===== src/rtl/trace_pkg.sv =====
package trace_pkg;
   // Fixed latency of the clocked sample-memory read port, in cycles.
   localparam int unsigned RAM_RD_LAT = 1;
   // Default geometry of the renderer.
   localparam int unsigned DEF_SAMPLE_W = 8;
   localparam int unsigned DEF_ADDR_W   = 9;
   localparam int unsigned DEF_POS_W    = 10;
   localparam int unsigned DEF_CENTRE   = 200;
endpackage


===== src/rtl/trace_wr_ptr.sv =====
module trace_wr_ptr #(
   parameter int unsigned ADDR_W = 9
) (
   input  logic              clk,
   input  logic              rst,
   input  logic              adv,
   output logic [ADDR_W-1:0] ptr
);
   localparam logic [ADDR_W-1:0] ONE = ADDR_W'(1);

   generate
      if (ADDR_W < 1 || ADDR_W > 16) begin : g_bad_w
         $error("trace_wr_ptr: ADDR_W out of range");
      end
   endgenerate

   always_ff @(posedge clk) begin
      if (rst)
         ptr <= '0;
      else if (adv)
         ptr <= ptr + ONE;
   end

   // pointer stays put when no sample is accepted
   a_r2_ptr_hold : assert property (@(posedge clk) disable iff (rst)
      (!rst && !adv) |=> $stable(ptr));
   // pointer steps by one, wrapping at the top of the memory
   a_r3_ptr_step : assert property (@(posedge clk) disable iff (rst)
      (!rst && adv) |=> (ptr == ADDR_W'($past(ptr) + ONE)));
endmodule


===== src/rtl/trace_sample_ram.sv =====
module trace_sample_ram #(
   parameter int unsigned DATA_W = 8,
   parameter int unsigned ADDR_W = 9
) (
   input  logic              clk,
   input  logic              we,
   input  logic [ADDR_W-1:0] waddr,
   input  logic [DATA_W-1:0] wdata,
   input  logic [ADDR_W-1:0] raddr,
   output logic [DATA_W-1:0] rdata
);
   localparam int unsigned DEPTH = 1 << ADDR_W;

   generate
      if (DEPTH > 4096) begin : g_too_deep
         $error("trace_sample_ram: depth exceeds 4096 words");
      end
      if (DATA_W < 1) begin : g_bad_data
         $error("trace_sample_ram: DATA_W must be positive");
      end
   endgenerate

   logic [DATA_W-1:0] mem [DEPTH];

   always_ff @(posedge clk) begin
      if (we)
         mem[waddr] <= wdata;
   end

   // Clocked read: the old word is sampled before any same-edge write lands.
   always_ff @(posedge clk) begin
      rdata <= mem[raddr];
   end
endmodule


===== src/rtl/trace_align.sv =====
module trace_align #(
   parameter int unsigned WIDTH  = 9,
   parameter int unsigned STAGES = 1
) (
   input  logic             clk,
   input  logic             rst,
   input  logic [WIDTH-1:0] din,
   output logic [WIDTH-1:0] dout
);
   generate
      if (STAGES == 0) begin : g_pass
         assign dout = din;
      end else begin : g_pipe
         logic [WIDTH-1:0] stage [STAGES+1];
         assign stage[0] = din;
         for (genvar s = 0; s < STAGES; s++) begin : g_stage
            always_ff @(posedge clk) begin
               if (rst)
                  stage[s+1] <= '0;
               else
                  stage[s+1] <= stage[s];
            end
         end
         assign dout = stage[STAGES];
      end
   endgenerate
endmodule


===== src/rtl/trace_match.sv =====
module trace_match #(
   parameter int unsigned DATA_W = 8
) (
   input  logic              clk,
   input  logic              rst,
   input  logic              act_i,
   input  logic [DATA_W-1:0] cmp_i,
   input  logic [DATA_W-1:0] smp_i,
   output logic              pix_o
);
   logic hit;
   assign hit = act_i && (smp_i == cmp_i);

   always_ff @(posedge clk) begin
      if (rst)
         pix_o <= 1'b0;
      else
         pix_o <= hit;
   end

   // blanked pixels stay dark
   a_r7_blank_dark : assert property (@(posedge clk) disable iff (rst)
      (!rst && !act_i) |=> !pix_o);
   // an equal sample during active video lights the pixel
   a_r5_hit_lit : assert property (@(posedge clk) disable iff (rst)
      (!rst && act_i && (smp_i == cmp_i)) |=> pix_o);
endmodule


===== src/rtl/scope_trace_render.sv =====
module scope_trace_render #(
   parameter int unsigned SAMPLE_W = trace_pkg::DEF_SAMPLE_W,
   parameter int unsigned ADDR_W   = trace_pkg::DEF_ADDR_W,
   parameter int unsigned POS_W    = trace_pkg::DEF_POS_W,
   parameter int unsigned CENTRE   = trace_pkg::DEF_CENTRE
) (
   input  logic                clk,
   input  logic                rst,
   input  logic [SAMPLE_W-1:0] smp_data,
   input  logic                smp_valid,
   input  logic [POS_W-1:0]    scan_x,
   input  logic [POS_W-1:0]    scan_y,
   input  logic                scan_active,
   output logic                pix_r,
   output logic                pix_g,
   output logic                pix_b
);
   localparam int unsigned ALIGN_W = SAMPLE_W + 1;
   localparam logic [POS_W-1:0] CENTRE_V = POS_W'(CENTRE);

   generate
      if (POS_W < ADDR_W) begin : g_bad_pos_addr
         $error("scope_trace_render: POS_W narrower than ADDR_W");
      end
      if (POS_W < SAMPLE_W) begin : g_bad_pos_smp
         $error("scope_trace_render: POS_W narrower than SAMPLE_W");
      end
      if (CENTRE >= (1 << POS_W)) begin : g_bad_centre
         $error("scope_trace_render: CENTRE does not fit POS_W");
      end
   endgenerate

   logic [ADDR_W-1:0]   wr_ptr;
   logic [SAMPLE_W-1:0] rd_smp;
   logic [POS_W-1:0]    y_off;
   logic [ALIGN_W-1:0]  line_now, line_dly;
   logic                pix;

   trace_wr_ptr #(.ADDR_W(ADDR_W)) u_ptr (
      .clk (clk),
      .rst (rst),
      .adv (smp_valid),
      .ptr (wr_ptr)
   );

   trace_sample_ram #(.DATA_W(SAMPLE_W), .ADDR_W(ADDR_W)) u_ram (
      .clk   (clk),
      .we    (smp_valid),
      .waddr (wr_ptr),
      .wdata (smp_data),
      .raddr (scan_x[ADDR_W-1:0]),
      .rdata (rd_smp)
   );

   assign y_off    = scan_y - CENTRE_V;
   assign line_now = {scan_active, y_off[SAMPLE_W-1:0]};

   trace_align #(.WIDTH(ALIGN_W), .STAGES(trace_pkg::RAM_RD_LAT)) u_align (
      .clk  (clk),
      .rst  (rst),
      .din  (line_now),
      .dout (line_dly)
   );

   trace_match #(.DATA_W(SAMPLE_W)) u_match (
      .clk   (clk),
      .rst   (rst),
      .act_i (line_dly[ALIGN_W-1]),
      .cmp_i (line_dly[SAMPLE_W-1:0]),
      .smp_i (rd_smp),
      .pix_o (pix)
   );

   assign pix_r = pix;
   assign pix_g = pix;
   assign pix_b = pix;

   // reset leaves the pointer at zero and the outputs dark
   a_r9_reset_clears : assert property (@(posedge clk)
      rst |=> (!pix_r && !pix_g && !pix_b && (wr_ptr == '0)));
endmodule


===== config.mk =====
export PLATFORM = sky130hd
export DESIGN_NAME = scope_trace_render
export DESIGN_NICKNAME = d
export VERILOG_FILES = /design/src/rtl/trace_pkg.sv /design/src/rtl/trace_wr_ptr.sv /design/src/rtl/trace_sample_ram.sv /design/src/rtl/trace_align.sv /design/src/rtl/trace_match.sv /design/src/rtl/scope_trace_render.sv
export SDC_FILE = /design/constraint.sdc
export NUM_CORES = 2
export LEC_CHECK = 0
export BUFFER_PORTS_ARGS = -buffer_cell sky130_fd_sc_hd__buf_4
export CORE_ASPECT_RATIO = 1.2
export CORE_MARGIN = 4
export CORE_UTILIZATION = 55
export DETAILED_ROUTE_END_ITERATION = 12
export PLACE_DENSITY = 0.7
export SYNTH_ARGS = -nofsm -noshare
export SYNTH_HDL_FRONTEND = slang
export SYNTH_HIERARCHICAL = 1
export SYNTH_SLANG_ARGS = --single-unit

===== constraint.sdc =====
create_clock -name clk -period 5.1 [get_ports clk]
set_clock_uncertainty 0.2 [all_clocks]
set_input_delay 0.765 -clock clk [delete_from_list [all_inputs] [get_ports clk]]
set_output_delay 0.765 -clock clk [all_outputs]
set_load 0.05 [all_outputs]

==> summary.txt <==
HP Class -> input port to flop
status -> finished, final reports clean
Final ANT Viol Nets -> 0
Final Wtd Congestion -> 0.897
register area share after synthesis -> 76.8%
CTS tree -> done
DP Worst Slack -> -0.0458 ns
GR Util All Layers -> 26.0%
leading cell type by number of instances after synthesis -> edfxtp_1
post-synth net total -> 8,149
Pleak -> 0.0559 uW
worst endpoint required time -> 5.73 ns
via count -> 81,800
share of cells above drive strength 1 -> 16.9%
Peak VDD IR -> 368 uV
post-synth top area cell -> edfxtp_1
drt total wl -> 392,000 um
ys async rst share -> 0%
Final WS setup -> 0.801 ns
Critical Path Start Type -> input port
Post-Layout Cell Count -> 12,400
syn_area_per_cell -> 19.8 um^2
vias in the first global route -> 82,500
FF+latch count, synth -> 4,123
H-tree lvl count -> 5
1st-iter DRT viols -> 10,600
IO Count -> 35
post-CTS setup buffers -> 0
Root Buffer -> clkbuf_16
chip height -> 600 um
synthesized area -> 0.161 mm^2
Max Clk Rate -> 233 MHz
core area -> 0.291 mm^2
crit path kind -> input port to flop
clk buf depth -> 4
worst slew pin tran -> 1.25 ns
Slew Limit Fails -> 0
count of final setup violators -> 0
# DRC -> 0
Clock Sinks -> 4,123
top-area cell type share of the netlist area -> 76.5%
Layout area overhead -> 10.5%
Slew headroom -> 16.1%
first-pass GRT wire length -> 572,000 um
Max-cap violations -> 0
row count -> 217
leading post-synthesis cells by cell area -> edfxtp_1, mux4_2, mux2i_1
CP max FO -> 54
Placed Instances -> 11,700
synth warn -> 6
fin crit share -> 84.3%
Synth cell types -> 57
most frequent cells after synthesis -> edfxtp_1, mux2i_1, mux4_2
# port buffers -> 31
Synth Flop Type -> edfxtp_1
shortest period the worst path allows -> 4.30 ns
CP arrival -> 4.93 ns
pin count of the biggest net entering global routing -> 153
CTS Buf Count -> 379
clk_lat worst skew -> 0.90 ns
initial core utilization -> 55.2%
crit end category -> flop
Die Area -> 0.301 mm^2
P per Cell Area -> 383 mW/mm^2
initial antenna violation count -> 15
vias per cell -> 6.61
Die X-Extent -> 502 um
post-cts sizing count -> 0
RSZ-0062 raised after global routing -> no
routed wire length per instance -> 31.7 um
Cell Chain, Critical Path -> buf_6 > or2_4 > buf_12 > o221ai_1 > a21oi_1 > nor4_1 > buf_4 > nand4_1 > buf_4 > nor4_1 > o2111a_1
Largest stage delay, worst path -> 0.95 ns
Final #Nets -> 8,269
synthesized instance count -> 8,115
Clk pin slew, worst setup/hold paths -> 0.07 ns
EDFF count, synth -> 4,096
hpwl dp -> 233,000 um
grt total ovfl -> 0
Slowest cell on crit path -> nor4_1
endpoints failing hold -> 0
DRT Pass-1 Iters -> 6
## stage by stage
step                      hold slack, ns  total power, uW  setup TNS, ns  util, %  instance area, um^2
after detailed placement           0.282            41200        -0.0458     56.8               165000
after floorplan                    0.241            39800              0        -               161000
after CTS                         0.0810            68500              0     61.0               178000
final                              0.118            68100              0     61.0               178000
after global placement             0.280            41200        -0.0193     56.8               165000
after global routing               0.131            70100              0     61.0               178000
## cell type report
cell class / count / area (um^2)
Sequential cell: 4123 / 124000
Fill cell: 19800 / 113000
Multi-Input combinational cell: 3468 / 34400
Clock buffer: 460 / 10000
Tap cell: 3832 / 4790
Timing Repair Buffer: 256 / 2880
Clock inverter: 218 / 1950
Inverter: 7 / 33.8
Antenna cell: 9 / 22.5
## sequential cells by signal, summed over array words and instances, names as in the netlist
name and flops:
u_ptr/ptr 9, u_align/dout 9, u_ram/rdata 8, u_ram/mem 4096
u_match/pix_o 1
## critical path: cells and delay by family
| kind | cells | cell delay [ns] |
|---|---|---|
| and+or+nand+nor | 4 | 2.14 |
| buffers and inverters | 4 | 0.87 |
| AOI/OAI and AO/OA | 3 | 1.06 |
## per-layer routing
metal	global-route usage [%]	share of wire, %
met2	41.5	48
met4	11.8	5.1
met3	5.16	9.5
met1	35.2	37
met5	0.160	0.017
## power breakdown
part           switching (uW)  total, uW  leakage, uW  internal [uW]
Combinational            2160       3230       0.0131           1070
Clock                   12000      27600      0.00582          15600
Sequential               48.6      37300       0.0370          37300
## worst paths after layout
path | startpoint | to | slack (ns) | cells past startpoint
hold / removal | smp_data[4] | u_ram/mem[341][4] | 0.12 | 1
hold reg to reg | u_align/dout[8] | u_match/pix_o | 0.29 | 2
setup reg to reg | u_ptr/ptr[0] | u_ram/mem[161][1] | 1.17 | 3
setup / recovery | scan_x[2] | u_ram/rdata[3] | 0.80 | 11
## cells by family after synthesis
kind of cell | Yosys count | share of synthesized area, %
fa+ha+maj | 2 | 0.0156
simple gates | 1011 | 2.74
compound gates | 988 | 4.32
buf+inv | 524 | 1.86
flops | 4123 | 76.8
mux | 1452 | 14.1
xor+xnor | 15 | 0.0817
## cells in the final DEF (no fill, tap or decap), drive strengths merged, types with 27 or more instances in the layout
cell type     n
edfxtp     4096
mux2i       798
mux4        654
nor2        602
clkbuf      460
o221ai      372
buf         237
a21oi       198
clkinv      165
o22ai       163
o21ai       124
nand2       114
nor3        111
a22oi        61
nand4        38
nand3        37
nor4         36
bufinv       32
dfxtp        27
## what timing repair did
action	in CTS	in global routing
hold buffers	19	0
hold endpoints to repair	17	0
endpoints found under the setup margin	0	0
No activity file was read; power rests on OpenSTA's default activity.
